===== src/rtl/irq_sel_pkg.sv =====
// Shared types for the interrupt selector.
// Assumes a two-bit privilege field; value 2 is reserved and compared numerically.
package irq_sel_pkg;
    typedef enum logic [1:0] {
        PRIV_USER = 2'd0,
        PRIV_SUPV = 2'd1,
        PRIV_RSVD = 2'd2,
        PRIV_MACH = 2'd3
    } priv_e;
endpackage


===== src/rtl/irq_gate.sv =====
// Forms the set of interrupts allowed at the current privilege.
// Machine-owned and delegated sources are gated by separate rules.
// Assumes all vectors share the width XLEN.
module irq_gate
    import irq_sel_pkg::*;
#(
    parameter int XLEN = 64
) (
    input  logic [XLEN-1:0] pending,
    input  logic [XLEN-1:0] enable,
    input  logic [XLEN-1:0] deleg,
    input  priv_e           priv,
    input  logic            m_ie,
    input  logic            s_ie,
    output logic [XLEN-1:0] survivors
);
    logic [XLEN-1:0] cand;
    logic            m_open;
    logic            s_open;

    // Evaluate the privilege rules and mask the two groups.
    always_comb begin
        cand   = pending & enable;
        m_open = (priv < PRIV_MACH) || ((priv == PRIV_MACH) && m_ie);
        s_open = (priv < PRIV_SUPV) || ((priv == PRIV_SUPV) && s_ie);
        survivors = (cand & ~deleg & {XLEN{m_open}})
                  | (cand &  deleg & {XLEN{s_open}});
    end
endmodule


===== src/rtl/irq_lowest_pick.sv =====
// Finds the lowest set bit of a vector (trailing-zero count).
// Assumes IDX_W is at least log2(XLEN); the index is 0 when the vector is empty.
module irq_lowest_pick #(
    parameter int XLEN  = 64,
    parameter int IDX_W = $clog2(XLEN)
) (
    input  logic [XLEN-1:0]  vec,
    output logic             found,
    output logic [IDX_W-1:0] idx
);
    // Scan from the top so that the lowest set bit is written last.
    always_comb begin
        idx = '0;
        for (int i = XLEN - 1; i >= 0; i--) begin
            if (vec[i]) idx = IDX_W'(i);
        end
        found = |vec;
    end
endmodule


===== src/rtl/irq_sel_top.sv =====
// Registered interrupt selection for a hart with U, S and M levels.
// It gates the pending and enabled sources by privilege and picks the lowest index.
// The strobe and cause appear one cycle after the inputs.
// Assumes XLEN is 32 or 64.
module irq_sel_top
    import irq_sel_pkg::*;
#(
    parameter int XLEN = 64
) (
    input  logic            clk,
    input  logic            rst_n,
    input  logic [XLEN-1:0] irq_pending,
    input  logic [XLEN-1:0] irq_enable,
    input  logic [XLEN-1:0] irq_deleg,
    input  logic [1:0]      cur_priv,
    input  logic            m_ie,
    input  logic            s_ie,
    output logic            take_irq,
    output logic [XLEN-1:0] irq_cause
);
    localparam int IDX_W = $clog2(XLEN);
    localparam int PAD_W = XLEN - 1 - IDX_W;

    logic [XLEN-1:0]  survivors;
    logic             hit;
    logic [IDX_W-1:0] win_idx;
    logic [XLEN-1:0]  cause_next;

    irq_gate #(.XLEN(XLEN)) u_gate (
        .pending   (irq_pending),
        .enable    (irq_enable),
        .deleg     (irq_deleg),
        .priv      (priv_e'(cur_priv)),
        .m_ie      (m_ie),
        .s_ie      (s_ie),
        .survivors (survivors)
    );

    irq_lowest_pick #(.XLEN(XLEN), .IDX_W(IDX_W)) u_pick (
        .vec   (survivors),
        .found (hit),
        .idx   (win_idx)
    );

    // Build the cause word: interrupt flag in the MSB, index in the low bits.
    always_comb begin
        cause_next = hit ? {1'b1, {PAD_W{1'b0}}, win_idx} : '0;
    end

    // Register the decision; clear it under reset.
    always_ff @(posedge clk) begin
        if (!rst_n) begin
            take_irq  <= 1'b0;
            irq_cause <= '0;
        end else begin
            take_irq  <= hit;
            irq_cause <= cause_next;
        end
    end
endmodule


===== config.mk =====
export PLATFORM = sky130hd
export DESIGN_NAME = irq_sel_top
export DESIGN_NICKNAME = d
export VERILOG_FILES = /design/src/rtl/irq_sel_pkg.sv /design/src/rtl/irq_gate.sv /design/src/rtl/irq_lowest_pick.sv /design/src/rtl/irq_sel_top.sv
export SDC_FILE = /design/constraint.sdc
export NUM_CORES = 1
export LEC_CHECK = 0
export ABC_AREA = 0
export BUFFER_PORTS_ARGS = -buffer_cell sky130_fd_sc_hd__buf_4
export CORE_AREA = 2 2 101 103
export DETAILED_ROUTE_END_ITERATION = 10
export DIE_AREA = 0 0 103 105
export PLACE_DENSITY = 0.76
export SLEW_MARGIN = 20
export SYNTH_ARGS = -nofsm -noshare
export SYNTH_HDL_FRONTEND = slang
export SYNTH_SLANG_ARGS = --single-unit

===== constraint.sdc =====
create_clock -name clk -period 2.2 [get_ports clk]
set_input_delay 0.11 -clock clk [delete_from_list [all_inputs] [get_ports clk]]
set_output_delay 0.11 -clock clk [all_outputs]
set_load 0.01 [all_outputs]

=== Word-level counts from Yosys, hierarchy flattened ===
Cells that the tools add are included.
Widths: inputs -> output; s select.

* Register bits after elaboration: 65
* Output and inout port bits: 65

* $lt $le $gt $ge: 2
* Eq/ne operators: 2
* Mux-type cells: 65
* Bitwise operators: 9
* Reduce and logical (&&, ||, !) cells: 11

{| class="wikitable"
|+ Operators with widths
! cell !! count
|-
| $mux 6 || 64
|-
| $and 64x64->64 || 5
|-
| $mux 64 || 1
|-
| $not 64->64 || 1
|-
| $or 64x64->64 || 1
|-
| $reduce_or 64->1 || 1
|-
| $reduce_or 34->1 || 1
|-
| $reduce_or 18->1 || 1
|-
| $reduce_or 10->1 || 1
|-
| $reduce_or 6->1 || 1
|-
| $reduce_or 4->1 || 1
|-
| $reduce_or 3->1 || 1
|-
| $eq 2x1->1 const B || 1
|-
| $eq 2x2->1 const B || 1
|-
| $logic_and 1x1->1 || 2
|-
| $logic_or 1x1->1 || 2
|-
| $lt 2x1->1 const B || 1
|-
| $lt 2x2->1 const B || 1
|-
| $not 1->1 || 2
|}

=== Longest topological paths before layout ===
Gate-level depths: netlist of the first run.

* Word-level depth: 70
* Mapped depth: 11

=== Cells and area by module ===
A second synthesis of the first run with hierarchy kept.

* Cells, all modules: 433
* Area, all modules: 3534.6 um^2

{| class="wikitable"
|+ Modules (own cells, without submodules)
! module !! cells each !! instances !! area an instance (um^2)
|-
| irq_gate || 215 || 1 || 2023.2
|-
| irq_lowest_pick || 145 || 1 || 887.1
|-
| irq_sel_top || 73 || 1 || 624.3
|}

=== Worst setup path before layout of the first run ===
OpenSTA, ideal clock, no wires.

* Kind: input to register
* From: input port cur_priv[0]
* To: register irq_cause[0]
* Required time: 2.126 ns
* Cell stages on the path: 10
* Path buffers: 2
* Arrival time: 1.750 ns
* Path slack: 0.376 ns
* Path through: nor2b_4 > or2_1 > buf_4 > buf_6 > a211oi_2 > o2111ai_1 > or3b_1 > a211oi_1 > o21ai_1 > a31oi_1

* Word-level cells in the longest chain between the ends: 68
* Elaborated cells on any way between the ends: 77
* Those cells by class: order compare: 2; eq/ne: 2; mux: 63; bitwise: 4; reduce/logical: 6

{| class="wikitable"
|+ Ends and longest elaborated chain
! what !! line !! text
|-
| from (decl) || irq_sel_top.sv:15 || <nowiki>input logic [1:0] cur_priv,</nowiki>
|-
| $eq 2x2->1 / $eq 2x1->1 (equally long branches) || irq_gate.sv:24, irq_gate.sv:25 ||
|-
| $logic_and 1x1->1, on equally long branches || irq_gate.sv:24, irq_gate.sv:25 ||
|-
| $logic_or 1x1->1, on equally long branches || irq_gate.sv:24, irq_gate.sv:25 ||
|-
| $and 64x64->64, on equally long branches || irq_gate.sv:26, irq_gate.sv:27 ||
|-
| $or 64x64->64 (*) || irq_gate.sv:27 || <nowiki>| (cand & deleg & {XLEN{s_open}});</nowiki>
|-
| $mux 6 (63 in series) || irq_lowest_pick.sv:15 || <nowiki>if (vec[i]) idx = IDX_W'(i);</nowiki>
|-
| to (signal assigned) || irq_sel_top.sv:57 || <nowiki>irq_cause <= cause_next;</nowiki>
|-
| to (decl) || irq_sel_top.sv:19 || <nowiki>output logic [XLEN-1:0] irq_cause</nowiki>
|}

Every way passes the cells marked *; elsewhere a longest branch is shown, timed or not.
A chain may end at the register's enable or synchronous reset.

=== Worst setup path after layout of the first run ===
* From: input port cur_priv[0]
* To: register irq_cause[1]

* Word-level cells in the longest chain between the ends: 67
* Elaborated cells on any way between the ends: 76
* Those cells by class: order compare: 2; eq/ne: 2; mux: 62; bitwise: 4; reduce/logical: 6

{| class="wikitable"
|+ Ends and longest elaborated chain
! what !! line
|-
| $eq 2x2->1 / $eq 2x1->1 (equally long branches) || irq_gate.sv:24, irq_gate.sv:25
|-
| $logic_and 1x1->1, on equally long branches || irq_gate.sv:24, irq_gate.sv:25
|-
| $logic_or 1x1->1, on equally long branches || irq_gate.sv:24, irq_gate.sv:25
|-
| $and 64x64->64, on equally long branches || irq_gate.sv:26, irq_gate.sv:27
|-
| $or 64x64->64 (*) || irq_gate.sv:27
|-
| $mux 6 (62 in series) || irq_lowest_pick.sv:15
|}

Marks and branches as above.

==> summary.md, run 1 <==
| Metric | Value |
|---|---|
| Status | complete, no violations |
| Setup repair bufs after CTS | 0 |
| Final worst-path cycle share | 0.9517 |
| Area Overhead vs Synth | 45.51% |
| Hold violation count in the final report | 0 |
| Post-synthesis cell count | 583 |
| Syn Area/Cell | between 6 and 7 µm² |
| Worst Hold Slack | 0.1653 ns |
| Post-detail-place hpwl | approximately 13 mm |
| HP Class | input port to flip-flop |
| F_max | 477.6 MHz |
| Synth top area cells | buf_4 13%, nand3_1 9.3%, a21oi_1 9.2%, nand3b_1 8.3%, nand2_1 7.9% |
| Post-synth EDFFs | 0 |
| Top-area cell type share of the netlist area | 0.1270 |
| Worst path slowest cell | or2_2 |
| Commonest non-fill, non-tap cell in the layout | buf_4 |
| Num CTS Buffers | 3 |
| DRC | 0 |
| Yosys reg bits | 7 |
| Initial antenna violation count | 0 |
| IO Pins | approximately 260 |
| GRT overflow | 0 |
| Yosys warning total | 0 |
| First-pass GRT wire length | 23.64 mm |
| DR iter-0 viols | a little under 400 |
| Hold-fix buffer count after cts | 0 |
| FP Rows | 36 |
| Via count | 5538 |
| CTS tree | built |
| Register area share after synthesis | 0.03885 |
| Cell mode on critical path | buf_4 |
| Die span in y | 105 µm |
| GRT Total Usage | 0.2652 |
| Peak supply drop | around 0.13 mV |
| Yosys cell types | 59 |
| Crit-path cells | buf_4 -> nor2b_4 -> or2_2 -> buf_4 -> a211oi_2 -> nand4bb_1 -> nor2_1 -> a41oi_2 -> nand2_1 -> nor4_1 |
| Initial Util | 0.3742 |
| Biggest regs | irq_cause: 7 flops |
| Fin. max-slew vios | 0 |
| Leakage | roughly 0.0024 µW |
| Setup CP Type | input port to flip-flop |
| Fin nets | a little under 1000 |
| WP buf/inv | 2 |
| Mapped Area | about 0.0036 mm² |
| Max cap viols | 0 |
| Detailed Routing Iterations Pass 1 | 5 |
| Clk buf depth | 2 |
| Biggest register | irq_cause |
| Filler cell count | 994 |
| Fraction of layout cells with a size suffix above 1 | 0.3056 |
| Resized cells post-CTS | 0 |
| Largest net degree at the start of global routing | 45 |
| Global Route met2 Usage | 0.4791 |
| Critical path's largest stage delay | 0.34 ns |
| Post-DRT Antenna Nets | 0 |
| RSZ-0062 raised after global routing | no |
| CTS Root Cell | clkbuf_8 |
| GR Layer Usage met1 | 0.3078 |
| DP Cell Count | around 920 |
| Commonest cells after routing, fill and taps aside | 226 x buf_4, 76 x nand2_1, 67 x nand3_1 |
| Clock Sinks | 7 |
| Top cell family by delay on the critical path | simple AND/OR/NAND/NOR gates |
| Diodes inserted | 0 |
| P per Cell Area | 271.2 mW/mm² |
| Total power | 1423 µW |
| Worst path required time | 2.33 ns |
| Core Util, Final | 0.5445 |
| Vias in the first global route | 5174 |
| CP Data Arrival Time | roughly 2.2 ns |
| Final Wtd Congestion | slightly below 1 |
| Startpoint types | input port |
| Non-Filler Instances | just over 900 |
| Die Span X | around 100 µm |
| Max FFs per register | 7 |
| CORE AREA | 0.009639 mm² |
| Gr busiest metal | met2 |
| Final setup vio count | 0 |
| FFs w/ async S/R, synth | 0 |
| Min cycle time layout | 2.094 ns |
| CP endpoint kind | flip-flop |
| Vias per cell | around 6 |
| Drt wl/cell | approximately 17 µm |
| Htree depth | 1 |
| Synth area leader | buf_4 |
| Main flop type after synthesis | dfxtp_1 |
| Total wire length | 15.52 mm |
| Met3 GRT Util | 0.03010 |
| Crit Path Max Fanout | 12 |
| CTS clk-pin slew, worst paths | 0.04 ns |
| PortBufs | 205 |
| Die area | 0.01082 mm² |
[area by class of cell]
class / count / area [µm²] / share of cell area
multi-input combinational: 547 / 3105 / 0.5917
tap: 133 / 166.4 / 0.03170
clock buffer: 4 / 45.04 / 0.008582
sequential: 7 / 140.1 / 0.02670
inverter: 4 / 15.01 / 0.002861
timing repair buffer: 230 / 1777 / 0.3385
[synthesized netlist by cell type (4+ instances only)]
library cell,number
a311oi_1,5
a22o_1,5
o22ai_1,7
nand3_1,67
a31oi_1,15
nand4_1,16
clkbuf_1,5
nand3b_1,40
a221oi_1,5
nor2_1,43
buf_4,61
a22oi_1,16
inv_1,4
a211oi_1,19
nand2_1,76
o2111ai_1,22
nand2b_1,5
o21ai_0,25
a21oi_1,66
buf_2,13
dfxtp_1,7
[stage by stage]
stage	setup TNS (ns)	setup slack, ns	cell area [µm²]
finish	0	0.1063	5249
global placement	0	0.04415	5204
CTS	0	0.1290	5249
global route	0	0.005951	5249
detailed placement	-0.1359	-0.1053	5204
floorplan	0	0.3759	3817
[path summary, 6_finish.rpt]
check,startpoint,endpoint,depth (start not counted)
max,cur_priv[0],irq_cause[1]$_SDFF_PP0_,10
min,rst_n,irq_cause[4]$_SDFF_PP0_,2
[kinds of logic (layout without fill, tap and decap cells)]
| family | after synthesis | count (layout) | share of synthesized area |
|---|---|---|---|
| other | 1 | 57 | 0.001040 |
| AND/OR/NAND/NOR | 267 | 267 | 0.3781 |
| AO/OA/AOI/OAI | 223 | 223 | 0.4214 |
| buffers and inverters | 85 | 238 | 0.1606 |
| flip-flops | 7 | 7 | 0.03885 |
[power breakdown]
group	switching [µW]	internal, µW	leakage (µW)
Clock	57.1	125	0.0000228
Sequential	5.62	139	0.0000577
Combinational	569	527	0.00235
Total	632	792	0.00243
[routing by layer]
metal,routed length [µm],share of wire
met1,5664,0.36
met2,7674,0.49
met3,1581,0.10
met4,599,0.039
met5,0,0
No activity file was read; power rests on OpenSTA's default activity.
==> run 2: changes to the inputs <==
==> constraint.sdc (replaced) <==
create_clock -name clk -period 2.2 [get_ports clk]
set_input_delay 0.44 -clock clk [delete_from_list [all_inputs] [get_ports clk]]
set_output_delay 0.44 -clock clk [all_outputs]
set_load 0.01 [all_outputs]
==> run 2 against run 1 <==
Effect of this change: non-clock buffer count rose by 58; total power grew 16%; clock-buffer cell count unchanged; sequential power hardly changed; design area grew 15%; sequential share of layout area is 0.34 points lower; critical endpoint is now irq_cause[0]$_SDFF_PP0_; largest cell class unchanged.
==> summary.md, run 2 (synthesized netlist as in run 1, its figures left out) <==
| Metric | Value |
|---|---|
| Status | complete, no violations |
| Detailed Routing Iterations Pass 1 | 5 |
| Diodes inserted | 0 |
| PortBufs | between 200 and 250 |
| Placed cell areas | 0.005579 mm² |
| Htree depth | 1 |
| Fraction of layout cells with a size suffix above 1 | 0.3882 |
| P per Cell Area | around 280 mW/mm² |
| FP Rows | 36 |
| Multi-input logic area | 0.003333 mm² |
| Final instance area | 0.006016 mm² |
| Global Route met2 Usage | 0.5167 |
| Initial antenna violation count | 0 |
| RSZ-0062 raised after global routing | yes |
| Via count | around 5700 |
| Fin nets | 1049 |
| Final setup vio count | 0 |
| CP Data Arrival Time | 2.33 ns |
| Peak supply drop | 0.1550 mV |
| Crit path from | cur_priv[1] |
| F_max | 459.8 MHz |
| Non-Filler Instances | 983 |
| Filler cell count | 884 |
| First-pass GRT wire length | 24.66 mm |
| Clock Sinks | 7 |
| Max cap viols | 0 |
| Leakage | 0.002779 µW |
| Final worst slack | ~0.025 ns |
| Area Overhead vs Synth | 66.77% |
| Crit Path Max Fanout | 20 |
| Commonest cells after routing, fill and taps aside | 272 x buf_4, 75 x nand2_1, 66 x nand3_1 |
| Met3 GRT Util | 0.02341 |
| Final Wtd Congestion | 0.9218 |
| Hold violation count in the final report | 0 |
| Biggest register | irq_cause |
| CP endpoint kind | flip-flop |
| Hold Path Stages | 2 |
| Max FFs per register | 7 |
| Total wire length | approximately 16 mm |
| GRT Total Usage | 0.2771 |
| Min-delay src | rst_n |
| Worst path required time | approximately 2.4 ns |
| DR iter-0 viols | 321 |
| Die area | 0.01082 mm² |
| Final worst-path cycle share | 0.9887 |
| Setup CP Type | input port to flip-flop |
| Largest net degree at the start of global routing | 35 |
| GRT overflow | 0 |
| DP Cell Count | 966 |
| DRC | 0 |
| Register area | 140.1 µm² |
| Clk buf depth | 2 |
| CTS Root Cell | clkbuf_8 |
| Gr busiest metal | met2 |
| Vias in the first global route | approximately 5300 |
| Die Span X | 103 µm |
| Startpoint types | input port |
| Post-DRT Antenna Nets | 0 |
| Fin. max-slew vios | 0 |
| IO Pins | 263 |
| Drt wl/cell | 16.75 µm |
| CORE AREA | 0.009639 mm² |
| GR Layer Usage met1 | 0.3335 |
| Min cycle time layout | around 2.2 ns |
| HP Class | input port to flip-flop |
| Pre-CTS WS | -0.3049 ns |
| Post-detail-place hpwl | roughly 13 mm |
| Die span in y | 105 µm |
| Biggest regs | irq_cause: 7 flops |
| Num CTS Buffers | 3 |
| Worst Hold Slack | between 0.4 and 0.5 ns |
| Commonest non-fill, non-tap cell in the layout | buf_4 |
| Vias per cell | approximately 5.8 |
| Initial Util | 0.3742 |
| Hold Path End | irq_cause[4]$_SDFF_PP0_ |
| CTS clk-pin slew, worst paths | 0.04 ns |
| CTS tree | built |
## run 2: changes by cell type in the layout (fill, tap and decap cells not counted), moves of 3 or more
cell / previous run / this run
a211oi_4: 0 / 3
a22oi_2: 0 / 3
buf_12: 4 / 8
o21ai_1: 2 / 5
nor2_1: 42 / 37
buf_6: 0 / 5
o21ai_0: 25 / 22
o2111ai_2: 0 / 4
nor2_2: 0 / 3
buf_4: 226 / 272
a211oi_1: 19 / 15
a22oi_1: 16 / 13
o2111ai_1: 22 / 18
## run 2: where the power goes
part	total [µW]	internal [µW]	switching (µW)
clock network	185	126	59.7
logic	1330	669	657
registers	144	139	5.35
total	1660	934	722
## run 2: metal layers
| metal | part of all wire | routed length [µm] | vias to the layer above |
|---|---|---|---|
| met3 | 0.088 | 1445 | 29 |
| li1 | - | - | 2695 |
| met5 | 0 | 0 | - |
| met1 | 0.39 | 6339 | 2607 |
| met2 | 0.51 | 8385 | 342 |
| met4 | 0.018 | 294 | 0 |
## run 2: through the flow
| stage | util | TNS (ns) | power (µW) |
|---|---|---|---|
| 2_1_floorplan | - | 0 | 748.9 |
| 3_3_place_gp | 0.5788 | -1.020 | 1310 |
| 3_5_place_dp | 0.5788 | -1.338 | 1324 |
| 4_1_cts | 0.5967 | 0 | 1551 |
| 5_1_grt | 0.6241 | -0.1154 | 1771 |
| 6_report | 0.6241 | 0 | 1656 |
## run 2: worst max path at each step
stage | end
after floorplan | irq_cause[0]$_SDFF_PP0_
after global placement | irq_cause[1]$_SDFF_PP0_
after detailed placement | irq_cause[1]$_SDFF_PP0_
after CTS | irq_cause[1]$_SDFF_PP0_
after global routing | irq_cause[3]$_SDFF_PP0_
final | irq_cause[0]$_SDFF_PP0_
## run 2: area by class of cell
| type | instances | share of cell area |
|---|---|---|
| flip-flops and latches | 7 | 0.02329 |
| multi-input cells | 547 | 0.5541 |
| well taps | 133 | 0.02766 |
| inverters | 4 | 0.002496 |
| clock buffers | 4 | 0.007488 |
| repair buffers | 288 | 0.3850 |
## run 2: repair_timing
action / CTS / global route
gates resized for setup: 15 / 35
endpoints found under the setup margin: 3 / 6
pin swaps: 14 / 14
gates cloned: 0 / 2
hold buffers: 0 / 0
buffers inserted: 5 / 6
## run 2: worst max-delay path, cell delays in order
cell and delay (ns):
buf_4 0.14, and3b_1 0.22, buf_12 0.17, buf_4 0.19, nor2_1 0.05, a21oi_1 0.16
o31ai_2 0.12, or3b_4 0.42, a211oi_2 0.16, o21ai_1 0.11, a31oi_1 0.14
